--- src/rtl/raster_pkg.sv ---
package raster_pkg;
    localparam int CODE_W = 10;
    localparam int CODE_LEN = 4;
    localparam logic [CODE_W-1:0] CODE_PRE = 10'h3FF;

    function automatic logic [CODE_W-1:0] xy_word(input logic f, input logic v, input logic h);
        return {1'b1, f, v, h, v ^ h, f ^ h, f ^ v, f ^ v ^ h, 2'b00};
    endfunction
endpackage

--- src/rtl/raster_counters.sv ---
module raster_counters #(
    parameter int HW = 12,
    parameter int VW = 11
) (
    input  logic          clk,
    input  logic          rst_n,
    input  logic          master,
    input  logic [HW-1:0] h_total,
    input  logic [VW-1:0] v_total,
    input  logic [VW-1:0] f0_line,
    input  logic [VW-1:0] f1_line,
    input  logic          in_hsync,
    input  logic          in_vsync,
    input  logic          in_field,
    output logic [HW-1:0] hcnt,
    output logic [VW-1:0] vcnt,
    output logic          field
);
    typedef struct packed {
        logic [HW-1:0] h;
        logic [VW-1:0] v;
        logic          f;
        logic          hs;
        logic          vs;
    } cnt_t;

    cnt_t st_d, st_q;

    always_comb begin
        logic [VW-1:0] nv;
        st_d    = st_q;
        st_d.hs = in_hsync;
        st_d.vs = in_vsync;
        nv      = st_q.v;
        if (st_q.h >= h_total - HW'(1)) begin
            st_d.h = '0;
            nv = (st_q.v >= v_total - VW'(1)) ? '0 : st_q.v + VW'(1);
            st_d.v = nv;
            if (master) begin
                if (nv == f1_line)      st_d.f = 1'b1;
                else if (nv == f0_line) st_d.f = 1'b0;
            end
        end else begin
            st_d.h = st_q.h + HW'(1);
        end
        if (!master) begin
            if (in_hsync && !st_q.hs) st_d.h = '0;
            if (in_vsync && !st_q.vs) st_d.v = in_field ? f1_line : f0_line;
            st_d.f = in_field;
        end
    end

    always_ff @(posedge clk) begin
        if (!rst_n) st_q <= '0;
        else        st_q <= st_d;
    end

    assign hcnt  = st_q.h;
    assign vcnt  = st_q.v;
    assign field = st_q.f;
endmodule

--- src/rtl/raster_window.sv ---
module raster_window #(
    parameter int HW = 12,
    parameter int VW = 11
) (
    input  logic [HW-1:0] hcnt,
    input  logic [VW-1:0] vcnt,
    input  logic          field,
    input  logic [HW-1:0] h_start,
    input  logic [HW-1:0] h_end,
    input  logic [VW-1:0] f0_start,
    input  logic [VW-1:0] f0_end,
    input  logic [VW-1:0] f1_start,
    input  logic [VW-1:0] f1_end,
    output logic          h_act,
    output logic          v_act
);
    logic [VW-1:0] lo, hi;

    always_comb begin
        lo    = field ? f1_start : f0_start;
        hi    = field ? f1_end   : f0_end;
        h_act = (hcnt >= h_start) && (hcnt <= h_end);
        v_act = (vcnt >= lo) && (vcnt <= hi);
    end
endmodule

--- src/rtl/raster_code.sv ---
module raster_code #(
    parameter int HW = 12
) (
    input  logic [HW-1:0]                  hcnt,
    input  logic [HW-1:0]                  h_start,
    input  logic [HW-1:0]                  h_end,
    input  logic                           field,
    input  logic                           v_blank,
    output logic                           flag,
    output logic [raster_pkg::CODE_W-1:0]  word
);
    import raster_pkg::*;

    logic [HW-1:0] off_s, off_e, off;
    logic          in_s, in_e;

    always_comb begin
        off_s = hcnt - (h_start - HW'(CODE_LEN));
        off_e = hcnt - (h_end + HW'(1));
        in_s  = off_s < HW'(CODE_LEN);
        in_e  = off_e < HW'(CODE_LEN);
        flag  = in_s || in_e;
        off   = in_e ? off_e : off_s;
        word  = '0;
        if (flag) begin
            if (off == HW'(0))                 word = CODE_PRE;
            else if (off == HW'(CODE_LEN - 1)) word = xy_word(field, v_blank, in_e);
        end
    end
endmodule

--- src/rtl/raster_timing_gen.sv ---
module raster_timing_gen #(
    parameter int HW = 12,
    parameter int VW = 11
) (
    input  logic          clk,
    input  logic          rst_n,
    input  logic          cfg_master,
    input  logic          cfg_discrete,
    input  logic [HW-1:0] cfg_h_total,
    input  logic [VW-1:0] cfg_v_total,
    input  logic [VW-1:0] cfg_f0_line,
    input  logic [VW-1:0] cfg_f1_line,
    input  logic [VW-1:0] cfg_f0_act_start,
    input  logic [VW-1:0] cfg_f0_act_end,
    input  logic [VW-1:0] cfg_f1_act_start,
    input  logic [VW-1:0] cfg_f1_act_end,
    input  logic [HW-1:0] cfg_h_act_start,
    input  logic [HW-1:0] cfg_h_act_end,
    input  logic          in_hsync,
    input  logic          in_vsync,
    input  logic          in_field,
    output logic          out_hsync,
    output logic          out_vsync,
    output logic          out_field,
    output logic          h_active,
    output logic          v_active,
    output logic          code_flag,
    output logic [9:0]    code_word,
    output logic [HW-1:0] pixel_count,
    output logic [VW-1:0] line_count
);
    logic [HW-1:0] hcnt;
    logic [VW-1:0] vcnt;
    logic          field, h_act, v_act, cflag;
    logic [9:0]    cword;

    raster_counters #(.HW(HW), .VW(VW)) u_cnt (
        .clk(clk), .rst_n(rst_n), .master(cfg_master),
        .h_total(cfg_h_total), .v_total(cfg_v_total),
        .f0_line(cfg_f0_line), .f1_line(cfg_f1_line),
        .in_hsync(in_hsync), .in_vsync(in_vsync), .in_field(in_field),
        .hcnt(hcnt), .vcnt(vcnt), .field(field)
    );

    raster_window #(.HW(HW), .VW(VW)) u_win (
        .hcnt(hcnt), .vcnt(vcnt), .field(field),
        .h_start(cfg_h_act_start), .h_end(cfg_h_act_end),
        .f0_start(cfg_f0_act_start), .f0_end(cfg_f0_act_end),
        .f1_start(cfg_f1_act_start), .f1_end(cfg_f1_act_end),
        .h_act(h_act), .v_act(v_act)
    );

    raster_code #(.HW(HW)) u_code (
        .hcnt(hcnt), .h_start(cfg_h_act_start), .h_end(cfg_h_act_end),
        .field(field), .v_blank(!v_act),
        .flag(cflag), .word(cword)
    );

    always_comb begin
        out_hsync = cfg_discrete & ~h_act;
        out_vsync = cfg_discrete & ~v_act;
        out_field = cfg_discrete & field;
        code_flag = ~cfg_discrete & cflag;
        code_word = cfg_discrete ? '0 : cword;
    end

    assign h_active    = h_act;
    assign v_active    = v_act;
    assign pixel_count = hcnt;
    assign line_count  = vcnt;
endmodule

--- config.mk ---
export PLATFORM = sky130hd
export DESIGN_NAME = raster_timing_gen
export DESIGN_NICKNAME = d
export VERILOG_FILES = /design/src/rtl/raster_pkg.sv /design/src/rtl/raster_counters.sv /design/src/rtl/raster_window.sv /design/src/rtl/raster_code.sv /design/src/rtl/raster_timing_gen.sv
export SDC_FILE = /design/constraint.sdc
export NUM_CORES = 1
export LEC_CHECK = 0
export ABC_AREA = 0
export BUFFER_PORTS_ARGS = -buffer_cell sky130_fd_sc_hd__buf_2
export CORE_MARGIN = 5
export CORE_UTILIZATION = 59
export CTS_CLUSTER_DIAMETER = 150
export DETAILED_ROUTE_END_ITERATION = 10
export PLACE_DENSITY_LB_ADDON = 0.15
export SYNTH_ARGS = -nofsm -noshare
export SYNTH_HDL_FRONTEND = slang
export SYNTH_SLANG_ARGS = --single-unit
export TNS_END_PERCENT = 30
--- constraint.sdc ---
create_clock -name clk -period 10.1 [get_ports clk]
set_input_delay 1.01 -clock clk [delete_from_list [all_inputs] [get_ports clk]]
set_output_delay 1.01 -clock clk [all_outputs]
set_load 0.05 [all_outputs]
==> impl_metrics.tcl <==
set metrics [dict create \
    status "completed" \
    finalSetupTns_ps 0 \
    p_per_area_nw_per_um2 63.2 \
    cts_max_path_buffers 2 \
    cts_resized 0 \
    hold_viol 0 \
    syn_nets 948 \
    grt_pass1_vias 5711 \
    antenna_left 0 \
    synth_edf_count 0 \
    period_needed_ps 5220 \
    crit_chain "buf_2 -> inv_1 -> ha_1 -> ha_1 -> inv_1 -> fa_1 -> nand2b_1 -> a211oi_1 -> o2bb2ai_1 -> xnor2_1 -> nand4b_1 -> nor3b_2 -> mux2i_4 -> nor2_1 -> buf_2" \
    h-tree-depth 1 \
    slew_viol_final 0 \
    cts_buffers 3 \
    antenna_found_initial 0 \
    skew_ps 6.96 \
    placedInstanceArea_um2 6260 \
    area_delta_synth_final_pct 13.6 \
    ys_seq_elements 26 \
    final_area_um2 6300 \
    rows 35 \
    leakage_nw 3.08 \
    wl_per_cell_um 17.0 \
    syn_area_per_cell_um2 7.54 \
    grt_overflow 0 \
    post-cts-setup-buffers 0 \
    ioPinCount 159 \
    synthArstFlopShare_pct 0 \
    grt_pass1_wl_mm 26.2 \
    synth.cells.most_frequent "ha_1 (85), nor2_1 (64), inv_1 (62)" \
    totalPowerFinal_uw 398 \
    routed_wl_mm 16.5 \
    cts_tree "yes" \
    vias 5926 \
    critPathMaxFanout 6 \
    drc_errors 0 \
    cts-root-buf "clkbuf_8" \
    rsz0062_at_grt "false" \
    die_h_um 107 \
    max_stage_delay_ps 420 \
    yosysUniqueCellTypes 75 \
    nNetsFinal 1074 \
    cp.required_ps 9090 \
    slowest_stage "a211oi_1" \
    setup_viol 0 \
    io_buffers 158 \
    fin_crit_sh_pct 51.7 \
    worstHoldPathType "reg -> reg" \
    clk_latency_ps 270 \
    start_kind "input pin" \
    hold_path_depth 1 \
    ir_worst_vdd_mv 0.0451 \
    max_freq_mhz 191 \
    ys_seq_area_share_pct 9.38 \
    fillers 777 \
    dp_hpwl_mm 13.6 \
    cts_sinks 26 \
    tightestPinTransition_ps 894 \
    crit_path_end_kind "output pin" \
    via_per_inst 6.10 \
    cp_top_family "simple AND/OR/NAND/NOR gates" \
    dp_worst_setup_slack_ps 4930 \
    synth_area_leader_cell "ha_1" \
    path_class "in -> out" \
    firstDrtPassIters 5 \
    synth.top_cell.area_share_pct 19.2 \
    track_usage_pct 27.4 \
    clkSlewWorstSetupHoldPaths_ps 90 \
    netlist_area_um2 5550 \
    slew_headroom_pct 40.2 \
    core_um2 9200 \
    die_x_um 107 \
    r2r_cells 10 \
    n_antenna_cell 0 \
    path_buf_inv 4 \
    grt_max_degree 26 \
    cp_num_cells 15 \
    initial_core_util_pct 60.4 \
    cts_hold_buf 0 \
    place_congestion 0.923 \
    fin_ws_ps 4880 \
    syn-instance-count 736 \
    drv_cap 0 \
    synth_warnings 0 \
    synth_most_common_cell "ha_1" \
    arrival_ps 4210 \
    ys.flop_type "dfxtp_1" \
    dieArea_um2 11400 \
    drtIter0Drc 283 \
    drive_gt1_share_pct 22.2 \
    synthTopCellsByArea "ha_1 (19%), dfxtp_1 (9.4%), mux2i_1 (5.8%)" \
]
power by group:
part           total, mW  internal [mW]  switching (mW)
registers          0.121          0.107          0.0140
clock network     0.0598         0.0268          0.0330
logic              0.218         0.0930           0.125
total              0.398          0.227           0.172
path summary, 6_finish.rpt:
| kind | from | slack [ps] | to |
|---|---|---|---|
| setup / recovery | cfg_h_act_start[1] | 4880 | code_word[0] |
| hold / removal | u_cnt.hcnt[0]$_SDFF_PN0_ | 520 | u_cnt.hcnt[0]$_SDFF_PN0_ |
| setup reg to reg | u_cnt.vcnt[0]$_SDFF_PN0_ | 6210 | u_cnt.vcnt[9]$_SDFF_PN0_ |
| hold reg to reg | u_cnt.hcnt[0]$_SDFF_PN0_ | 520 | u_cnt.hcnt[0]$_SDFF_PN0_ |
layer usage:
layer,routed length [µm],track usage (%),vias to the layer above
li1,-,-,2899
met1,6930,35.4,2720
met2,7940,47.8,267
met3,1160,2.83,40
met4,452,8.40,0
met5,0,0,-
placed cells by master, fill, tap and decap left out, drive strengths merged, types with 4 or more instances in the layout:
cell	instances
buf	162
ha	85
nor2	64
inv	62
nand2	57
a21oi	43
o21ai	36
xnor2	35
mux2i	33
dfxtp	26
xor2	20
nand3	19
and3	19
nor3	19
nand2b	11
nor2b	9
and2	8
nand4	8
or4	8
a211o	7
a211oi	7
fa	7
o311ai	7
nor4	6
a21o	6
o211ai	6
a31oi	6
a221oi	6
or3	5
o21a	5
o31ai	5
mux2	5
o21bai	5
nand3b	4
and4	4
flip-flops by register name, summed over array words and instances, names as in the netlist:
signal and count:
u_cnt.hcnt 12, u_cnt.vcnt 11, u_cnt.st_q 2, u_cnt.field 1
per-stage QoR:
| step | std cells | hold WS, ps | util, % |
|---|---|---|---|
| 6_report | 971 | 519 | 68.6 |
| 5_1_grt | 971 | 570 | 68.6 |
| 4_1_cts | 971 | 518 | 68.6 |
| 3_5_place_dp | 968 | 499 | 68.1 |
| 3_3_place_gp | 968 | 487 | 68.1 |
| 2_1_floorplan | 736 | 463 | - |
cell families after synthesis:
kind of cell               synth area share, %
muxes                                     7.19
xor gates and xnor gates                  8.68
and+or+nand+nor                           23.8
buffers and inverters                     8.65
AOI/OAI and AO/OA                         20.6
adders and majority gates                 21.7
DFF                                       9.38
layout make-up:
type / instances / area [µm²] / share of cell area, %
timing repair buffer: 162 / 821 / 13.0
tap: 111 / 139 / 2.20
sequential: 26 / 520 / 8.26
inverter: 62 / 233 / 3.69
multi-input combinational: 607 / 4550 / 72.2
clock buffer: 3 / 41.3 / 0.655
Note: power is estimated with default switching activity, not from simulation.
